## src/rtl/mod_seq_pkg.sv

```systemverilog
package mod_seq_pkg;
  localparam int SEQ_LEN = 4;
  localparam int PH_W    = $clog2(SEQ_LEN);

  typedef logic signed [1:0] coef_t;

  localparam coef_t COEF_POS  = 2'sb01;
  localparam coef_t COEF_ZERO = 2'sb00;
  localparam coef_t COEF_NEG  = 2'sb11;

  // quarter-rate carrier: +1, 0, -1, 0
  function automatic coef_t coef_of(input logic [PH_W-1:0] ph);
    coef_t c;
    unique case (ph)
      2'd0:    c = COEF_POS;
      2'd2:    c = COEF_NEG;
      default: c = COEF_ZERO;
    endcase
    return c;
  endfunction
endpackage

```

## src/rtl/mod_adj_shadow.sv

```systemverilog
module mod_adj_shadow #(
  parameter int STATE_W = 4,
  parameter int ADJ_W   = 3
) (
  input  logic               clk_i,
  input  logic               rst_ni,
  input  logic [STATE_W-1:0] state_i,
  input  logic [ADJ_W-1:0]   adj_i,
  input  logic               adj_wr_i,
  output logic [ADJ_W-1:0]   adj_eff_o
);
  logic [ADJ_W-1:0] shadow_q, active_q;
  logic             pend_q;
  logic             at_zero, commit;

  assign at_zero = (state_i == '0);
  assign commit  = at_zero & pend_q;

  always_ff @(posedge clk_i or negedge rst_ni) begin
    if (!rst_ni) begin
      shadow_q <= '0;
      active_q <= '0;
      pend_q   <= 1'b0;
    end else begin
      if (commit) active_q <= shadow_q;
      if (adj_wr_i) begin
        shadow_q <= adj_i;
        pend_q   <= 1'b1;
      end else if (commit) begin
        pend_q <= 1'b0;
      end
    end
  end

  // committing value is used for the state-zero sample itself
  assign adj_eff_o = commit ? shadow_q : active_q;

  logic past_ok_q;
  always_ff @(posedge clk_i or negedge rst_ni) begin
    if (!rst_ni) past_ok_q <= 1'b0;
    else         past_ok_q <= 1'b1;
  end

  p_commit_zero_r4: assert property (@(posedge clk_i) disable iff (!rst_ni)
    (past_ok_q && active_q != $past(active_q)) |-> ($past(state_i) == '0));

  p_overwrite_r5: assert property (@(posedge clk_i) disable iff (!rst_ni)
    adj_wr_i |=> (pend_q && shadow_q == $past(adj_i)));

  p_wr_zero_defer_r6: assert property (@(posedge clk_i) disable iff (!rst_ni)
    (adj_wr_i && at_zero && !pend_q) |=> $stable(active_q));

  p_hold_r8: assert property (@(posedge clk_i) disable iff (!rst_ni)
    !pend_q |=> $stable(active_q));
endmodule

```

## src/rtl/mod_phase_gen.sv

```systemverilog
module mod_phase_gen
  import mod_seq_pkg::*;
#(
  parameter int STATE_W = 4,
  parameter int ADJ_W   = 3
) (
  input  logic               clk_i,
  input  logic               rst_ni,
  input  logic [STATE_W-1:0] state_i,
  input  logic [ADJ_W-1:0]   adj_eff_i,
  output logic [PH_W-1:0]    phase_o,
  output coef_t              coef_o
);
  logic [PH_W-1:0] ph_d;

  // only the low bits survive mod SEQ_LEN
  assign ph_d = PH_W'(state_i) + PH_W'(adj_eff_i);

  always_ff @(posedge clk_i or negedge rst_ni) begin
    if (!rst_ni) begin
      phase_o <= '0;
      coef_o  <= COEF_POS;
    end else begin
      phase_o <= ph_d;
      coef_o  <= coef_of(ph_d);
    end
  end

  p_coef_odd_r3: assert property (@(posedge clk_i) disable iff (!rst_ni)
    phase_o[0] |-> (coef_o == COEF_ZERO));

  p_coef_even_r3: assert property (@(posedge clk_i) disable iff (!rst_ni)
    !phase_o[0] |-> (coef_o == (phase_o[1] ? COEF_NEG : COEF_POS)));
endmodule

```

## src/rtl/mod_coef_seq.sv

```systemverilog
module mod_coef_seq
  import mod_seq_pkg::*;
#(
  parameter int STATE_W = 4,
  parameter int ADJ_W   = 3
) (
  input  logic               clk_i,
  input  logic               rst_ni,
  input  logic [STATE_W-1:0] state_i,
  input  logic [ADJ_W-1:0]   adj_i,
  input  logic               adj_wr_i,
  output logic signed [1:0]  coef_o,
  output logic [PH_W-1:0]    phase_o
);
  logic [ADJ_W-1:0] adj_eff;

  mod_adj_shadow #(.STATE_W(STATE_W), .ADJ_W(ADJ_W)) u_shadow (
    .clk_i     (clk_i),
    .rst_ni    (rst_ni),
    .state_i   (state_i),
    .adj_i     (adj_i),
    .adj_wr_i  (adj_wr_i),
    .adj_eff_o (adj_eff)
  );

  mod_phase_gen #(.STATE_W(STATE_W), .ADJ_W(ADJ_W)) u_phase (
    .clk_i     (clk_i),
    .rst_ni    (rst_ni),
    .state_i   (state_i),
    .adj_eff_i (adj_eff),
    .phase_o   (phase_o),
    .coef_o    (coef_o)
  );

  logic past_ok_q;
  always_ff @(posedge clk_i or negedge rst_ni) begin
    if (!rst_ni) past_ok_q <= 1'b0;
    else         past_ok_q <= 1'b1;
  end

  // consecutive non-zero indices with no write: phase advances by one
  p_step_r2: assert property (@(posedge clk_i) disable iff (!rst_ni)
    (past_ok_q && state_i != '0 && !$past(adj_wr_i) && $past(state_i) != '0
     && state_i == $past(state_i) + 1'b1) |=> (phase_o == $past(phase_o) + 1'b1));
endmodule

```

## config.mk

```make
export PLATFORM = sky130hd
export DESIGN_NAME = mod_coef_seq
export DESIGN_NICKNAME = d
export VERILOG_FILES = /design/src/rtl/mod_seq_pkg.sv /design/src/rtl/mod_adj_shadow.sv /design/src/rtl/mod_phase_gen.sv /design/src/rtl/mod_coef_seq.sv
export SDC_FILE = /design/constraint.sdc
export NUM_CORES = 1
export LEC_CHECK = 0
export BUFFER_PORTS_ARGS = -buffer_cell sky130_fd_sc_hd__buf_2
export CORE_AREA = 2 2 39 41
export CTS_CLUSTER_SIZE = 8
export DETAILED_ROUTE_END_ITERATION = 8
export DIE_AREA = 0 0 41 43
export HOLD_SLACK_MARGIN = 0.05
export PLACE_DENSITY = 0.55
export SYNTH_ARGS = -nofsm -noshare
export SYNTH_HDL_FRONTEND = slang
export SYNTH_SLANG_ARGS = --single-unit
```

## constraint.sdc

```tcl
create_clock -name clk_i -period 1.9 [get_ports clk_i]
set_input_delay 0.38 -clock clk_i [delete_from_list [all_inputs] [get_ports clk_i]]
set_output_delay 0.38 -clock clk_i [all_outputs]
set_load 0.02 [all_outputs]
```

==> results of run 1 <==
## state kept, by name (all words and copies together) (netlist names)
signal	count
u_shadow.active_q	2
u_phase.phase_o	2
u_shadow.pend_q	1
u_phase.coef_o	2
u_shadow.shadow_q	2
## synth_stat cells, types with 2 or more instances
master,count
nand2_1,3
inv_1,2
mux2_2,2
dfrtp_1,8
## logic make-up (layout without fill, tap and decap cells)
group,after synthesis,after routing
AO/OA/AOI/OAI,6,6
AND/OR/NAND/NOR,10,10
flip-flops,9,9
adder cells (fa/ha/maj),1,1
buffers and inverters,2,26
XOR/XNOR,1,1
multiplexers,2,2
## area by class of cell
type / instances / area (um2)
inverters: 2 / 7.51
flip-flops and latches: 9 / 226
multi-input cells: 20 / 198
clock buffers: 4 / 26.3
repair buffers: 20 / 135
fillers: 131 / 771
well taps: 16 / 20.0
## worst max-delay path, cell delays in order
cell and delay, ps:
buf_6 90, or4_4 550, o21ai_4 140, nand2_1 70
ha_2 180, xor2_2 140, or3b_4 400, a21oi_2 130
## final timing paths
check / startpoint / end / slack [ps] / cells after the start
worst min register to register: u_shadow.shadow_q[1] / u_shadow.shadow_q[1] / 500 / 1
worst max-delay path: state_i[0] / u_phase.coef_o[1] / 2 / 8
worst min-delay path: adj_wr_i / u_shadow.pend_q / 340 / 2
worst max register to register: u_shadow.pend_q / u_phase.coef_o[1] / 260 / 7
max in group asynchronous: rst_ni / u_phase.coef_o[0] / 1160 / 2
min in group asynchronous: rst_ni / u_shadow.active_q[0] / 500 / 2
## power groups by stage
stage | Combinational, mW | Sequential, mW | Clock (mW)
floorplan | 0.0672 | 0.276 | 0
detailed placement | 0.157 | 0.248 | 0
finish | 0.163 | 0.244 | 0.146
global placement | 0.156 | 0.247 | 0
global route | 0.182 | 0.248 | 0.163
CTS | 0.161 | 0.245 | 0.154
## through the flow
step	hold WS [ps]	utilization (%)	worst slack [ps]	TNS [ps]
final	341	44.3	1.88	0
after CTS	334	43.3	-16.0	-16.0
after global placement	239	40.2	-273	-477
after global routing	343	44.3	-68.9	-68.9
after floorplan	84.4	-	-127	-189
after detailed placement	243	40.2	-287	-507
## layer usage
| layer | vias up | share of wire, % | routed length (um) | GRT usage [%] |
|---|---|---|---|---|
| met5 | - | 0 | 0 | 0 |
| met4 | 0 | 0 | 0 | 6.00 |
| met3 | 0 | 7.1 | 54 | 6.28 |
| met2 | 11 | 49 | 373 | 15.3 |
| met1 | 150 | 44 | 333 | 14.9 |
| li1 | 157 | - | - | - |
## timing repair
| item | 4_1_cts | 5_1_grt |
|---|---|---|
| setup buffers | 0 | 0 |
| hold buffers | 1 | 0 |
| setup endpoints to repair | 1 | 2 |
| hold endpoints to repair | 8 | 0 |
| resized for setup | 1 | 2 |
| pin swaps | 0 | 0 |
==> flow_summary.ini, run 1 <==
[sta]
finClkSkew_ps = 2.40
grt_setup_unrepaired = yes
worst_pin_slew_ps = 224
period_share_pct = 99.9
hold_violations = 0
period_minus_slack_ps = 1900
timing.slew.headroom_pct = 85.0
slew_violations = 0
finalSetupViolCount = 0
max_freq_mhz = 527

[clock_network]
cts_root_buffer = clkbuf_4
cts.htree.levels = 1
clockBufferDepth = 2
insertion_delay_ps = 260
clock-sinks = 9
cts_tree = built
clk_pin_slew_ps = 60
cts-buffers-inserted = 3

[logic_synthesis]
synth-simple-area-share_pct = 19.0
synth_area_leaders = dfrtp_1 (47%), dfstp_2 (6.2%), mux2_2 (5.3%)
synth_xor_area_share_pct = 2.08
synth_edf_count = 0
synth_compound_area_share_pct = 15.1
synthArstFlopShare_pct = 100
ys_seq_area_share_pct = 53.7
syn-num-nets = 42
ys_seq_elements = 9
synth_cell_types = 20
yosys.area.top_type = dfrtp_1
syn_inst = 31
syn_area_per_cell_um2 = 13.6
synth_mux_area_share_pct = 5.34
synth_top_family_by_area = simple AND/OR/NAND/NOR gates
yosysTopAreaCellShare_pct = 47.5
synth-adder-area-share_pct = 2.97
synthesis.area_um2 = 422
yosys_most_used_dff = dfrtp_1
yosys_warnings = 0

[floorplan]
die_w_um = 41
core-area_mm2 = 0.00138
row_count = 14
ios = 14
initial_core_util_pct = 30.5
dieArea_mm2 = 0.00176
fp.dieH_um = 43

[detailed_routing]
num_vias = 318
dr.pass1.iters = 3
vias_per_cell = 4.48
drc_errors = 0
drt-total-wl_um = 760
first_iter_violations = 4
ant_nets = 0
wl_per_cell_um = 10.7

[power]
clockPowerShare_pct = 26.3
leakage_nw = 0.306
switchingPower_mw = 0.161
power.total_mw = 0.553
peakVddDrop_uv = 367
p_sw_share_pct = 29.1
p_int_mw = 0.392
p_seq_share_pct = 44.1
p_comb_share_pct = 29.5
powerDensity_mw_per_mm2 = 902

[global_route]
grt_pass1_wl_mm = 1.32
grt_max_degree = 10
overflow = 0
grt_antenna_before_repair = 0
grt_pass1_vias = 306
grtUsageTotal_pct = 11.6

[critical_path]
end_kind = flop
critPathMaxFanout = 2
cp.arrival_ps = 2090
cp_data_required_time_ps = 2090
cp-start-kind = input port
crit_type = in2reg

[worst_hold_path]
min_path_type = in2reg

[outcome]
status = complete, no violations

[finish]
layout_commonest_cell = buf_2
drive_gt1_share_pct = 61.8
area_growth_pct = 45.4
nets = 67
final_cell_mix = buf_2 (10), dfrtp_1 (8), buf_4 (7), nand2_1 (3), clkbuf_4 (3)
num_antenna_cells = 0
finalNonFillerCells = 71
final_area_um2 = 613

[place]
portBuffers = 12
place_congestion = 0.695
placed_area_um2 = 557
place_hpwl_um = 587
dp.cells = 66

[run]
cap_viol_max_count = 0
No activity file was read; power rests on OpenSTA's default activity.
==> inputs of run 2 (changes only) <==
--- a/config.mk
+++ b/config.mk
@@ -5,13 +5,14 @@
 export SDC_FILE = /design/constraint.sdc
 export NUM_CORES = 1
 export LEC_CHECK = 0
-export BUFFER_PORTS_ARGS = -buffer_cell sky130_fd_sc_hd__buf_2
+export ABC_AREA = 1
 export CORE_AREA = 2 2 39 41
 export CTS_CLUSTER_SIZE = 8
 export DETAILED_ROUTE_END_ITERATION = 8
 export DIE_AREA = 0 0 41 43
+export DONT_BUFFER_PORTS = 1
 export HOLD_SLACK_MARGIN = 0.05
-export PLACE_DENSITY = 0.55
+export PLACE_DENSITY = 0.47
 export SYNTH_ARGS = -nofsm -noshare
 export SYNTH_HDL_FRONTEND = slang
 export SYNTH_SLANG_ARGS = --single-unit
==> flow_summary.ini, run 2 <==
[finish]
num_antenna_cells = 0
layout_commonest_cell = nand2_1
drive_gt1_share_pct = 20.4
post-route-util_pct = 35.4
nets = 61
area_growth_pct = 13.0
final_cell_mix = nand2_1 (9), dfrtp_1 (8), inv_1 (7), nand4_1 (4)

[clock_network]
cts-buffers-inserted = 3
clk_pin_slew_ps = 60
cts_resized = 0
clock-sinks = 9
cts_tree = built
cts_root_buffer = clkbuf_4
clockBufferDepth = 2
insertion_delay_ps = 260
cts.htree.levels = 1

[floorplan]
initial_core_util_pct = 31.4
row_count = 14
ios = 14
die_w_um = 41
dieArea_mm2 = 0.00176
core-area_mm2 = 0.00138
fp.dieH_um = 43

[logic_synthesis]
synth_edf_count = 0
syn_inst = 44
synth_area_leaders = dfrtp_1 (46%), nand2_1 (7.8%), dfstp_2 (6.1%)
synth_cell_types = 14
yosys_most_used_dff = dfrtp_1
yosys.area.top_type = dfrtp_1
syn-num-nets = 55
ys_seq_area_share_pct = 52.2
ys_seq_elements = 9
yosys_warnings = 0
synth_most_common_cell = nand2_1
synthesis.area_um2 = 434
synth_commonest_cells = nand2_1 (9), dfrtp_1 (8), inv_1 (7)
syn_area_per_cell_um2 = 9.87
synthArstFlopShare_pct = 100
yosysTopAreaCellShare_pct = 46.1

[sta]
period_minus_slack_ps = 1480
timing.slew.headroom_pct = 74.2
hold_violations = 0
max_freq_mhz = 675
period_share_pct = 78.0
finalSetupViolCount = 0
fin_setup_tns_ps = 0
finClkSkew_ps = 5.00
grt_setup_unrepaired = no
slew_violations = 0
worst_pin_slew_ps = 386

[power]
p_seq_share_pct = 55.7
switchingPower_mw = 0.146
clockPowerShare_pct = 29.3
p_comb_share_pct = 15.1
peakVddDrop_uv = 508
p_int_mw = 0.341
powerDensity_mw_per_mm2 = 992
leakage_nw = 0.238
p_sw_share_pct = 29.9

[critical_path]
critPathMaxFanout = 6
cp_data_required_time_ps = 2060
critPathSlowestCell = dfrtp_1
end_kind = flop
worst_path_largest_cell_delay_ps = 460
cp-start-kind = flop
crit_chain = nand3_4, nand2_2, nand2_1, ha_1, xnor2_1, nand3b_1, nand2_2, nand2_1, inv_1
crit_buf_inv = 1
crit_family = simple AND/OR/NAND/NOR gates
crit_type = reg2reg
cp.arrival_ps = 1640

[detailed_routing]
first_iter_violations = 7
drt-total-wl_um = 636
drc_errors = 0
vias_per_cell = 4.77
ant_nets = 0
num_vias = 310
wl_per_cell_um = 9.78
dr.pass1.iters = 4

[place]
place_hpwl_um = 547
portBuffers = 0
place_congestion = 0.740

[global_route]
grtUsageTotal_pct = 9.62
grt_pass1_vias = 288
overflow = 0
grt_max_degree = 10
grt_pass1_wl_mm = 1.10
grt_antenna_before_repair = 0

[run]
cap_viol_max_count = 0

[outcome]
status = complete, no violations

[worst_hold_path]
min_path_type = in2reg
==> run 2: cell types whose count changed in the layout (fill, tap and decap cells not counted), sizes merged, moves of 2 or more <==
cell    change
nand3b      +2
nor2        +2
buf        -19
nand2       +9
mux2        -2
inv         +5
nand4       +4
nand3       +2
==> run 2: final timing paths <==
path / from / slack (ps) / endpoint / cells after the start
worst max register to register: u_shadow.pend_q / 420 / u_phase.coef_o[1] / 9
max in group asynchronous: rst_ni / 1100 / u_phase.coef_o[0] / 1
worst min register to register: u_shadow.active_q[1] / 500 / u_shadow.active_q[1] / 2
worst min-delay path: adj_wr_i / 220 / u_shadow.pend_q / 1
min in group asynchronous: rst_ni / 480 / u_shadow.active_q[1] / 1
worst max-delay path: u_shadow.pend_q / 420 / u_phase.coef_o[1] / 9
==> run 2: repair_timing <==
| action | CTS | global route |
|---|---|---|
| buffers inserted | 0 | 0 |
| endpoints found under the hold margin | 9 | 0 |
| hold buffers | 1 | 0 |
| setup endpoints to repair | 0 | 0 |
==> run 2: layer usage <==
layer	wire length, um	vias to the layer above	track usage (%)
met5	0	-	0
met4	0	0	0
met3	49	0	9.42
met2	332	10	14.4
met1	255	144	10.2
li1	-	156	-
==> run 2: layout make-up <==
cell class	count	area, um2
inverters	7	26.3
repair buffers	1	10.0
fillers	141	893
flip-flops and latches	9	226
well taps	16	20.0
multi-input cells	28	181
clock buffers	4	26.3
==> run 2: cell families (layout without fill, tap and decap cells) <==
group,count (synthesis),count (layout),share of synthesized area [%]
buf+inv,7,12,6.05
flops,9,9,52.2
fa+ha+maj,1,1,2.88
simple gates,23,23,32.9
xor+xnor,1,1,2.02
compound gates,3,3,4.04
==> run 2: worst reg2reg max path, stage by stage (launching register included) <==
cell	delay, ps
dfrtp_1	460
nand3_4	130
nand2_2	90
nand2_1	50
ha_1	190
xnor2_1	170
nand3b_1	140
nand2_2	50
nand2_1	60
inv_1	30
==> run 2: power groups by stage <==
stage	logic [mW]	clock network, mW	registers, mW
after CTS	0.0758	0.148	0.271
after global routing	0.0872	0.164	0.276
after global placement	0.0669	0	0.275
final	0.0735	0.142	0.271
after floorplan	0.0596	0	0.272
after detailed placement	0.0703	0	0.275
==> run 2: stage by stage <==
stage | hold slack (ps) | power [mW] | worst slack [ps] | instances | instance area [um2]
3_3_place_gp | 84.7 | 0.341 | 330 | 60 | 454
5_1_grt | 202 | 0.527 | 262 | 65 | 490
3_5_place_dp | 84.7 | 0.345 | 304 | 60 | 454
4_1_cts | 210 | 0.495 | 392 | 65 | 490
6_report | 219 | 0.487 | 418 | 65 | 490
2_1_floorplan | 84.4 | 0.331 | 439 | 44 | 434
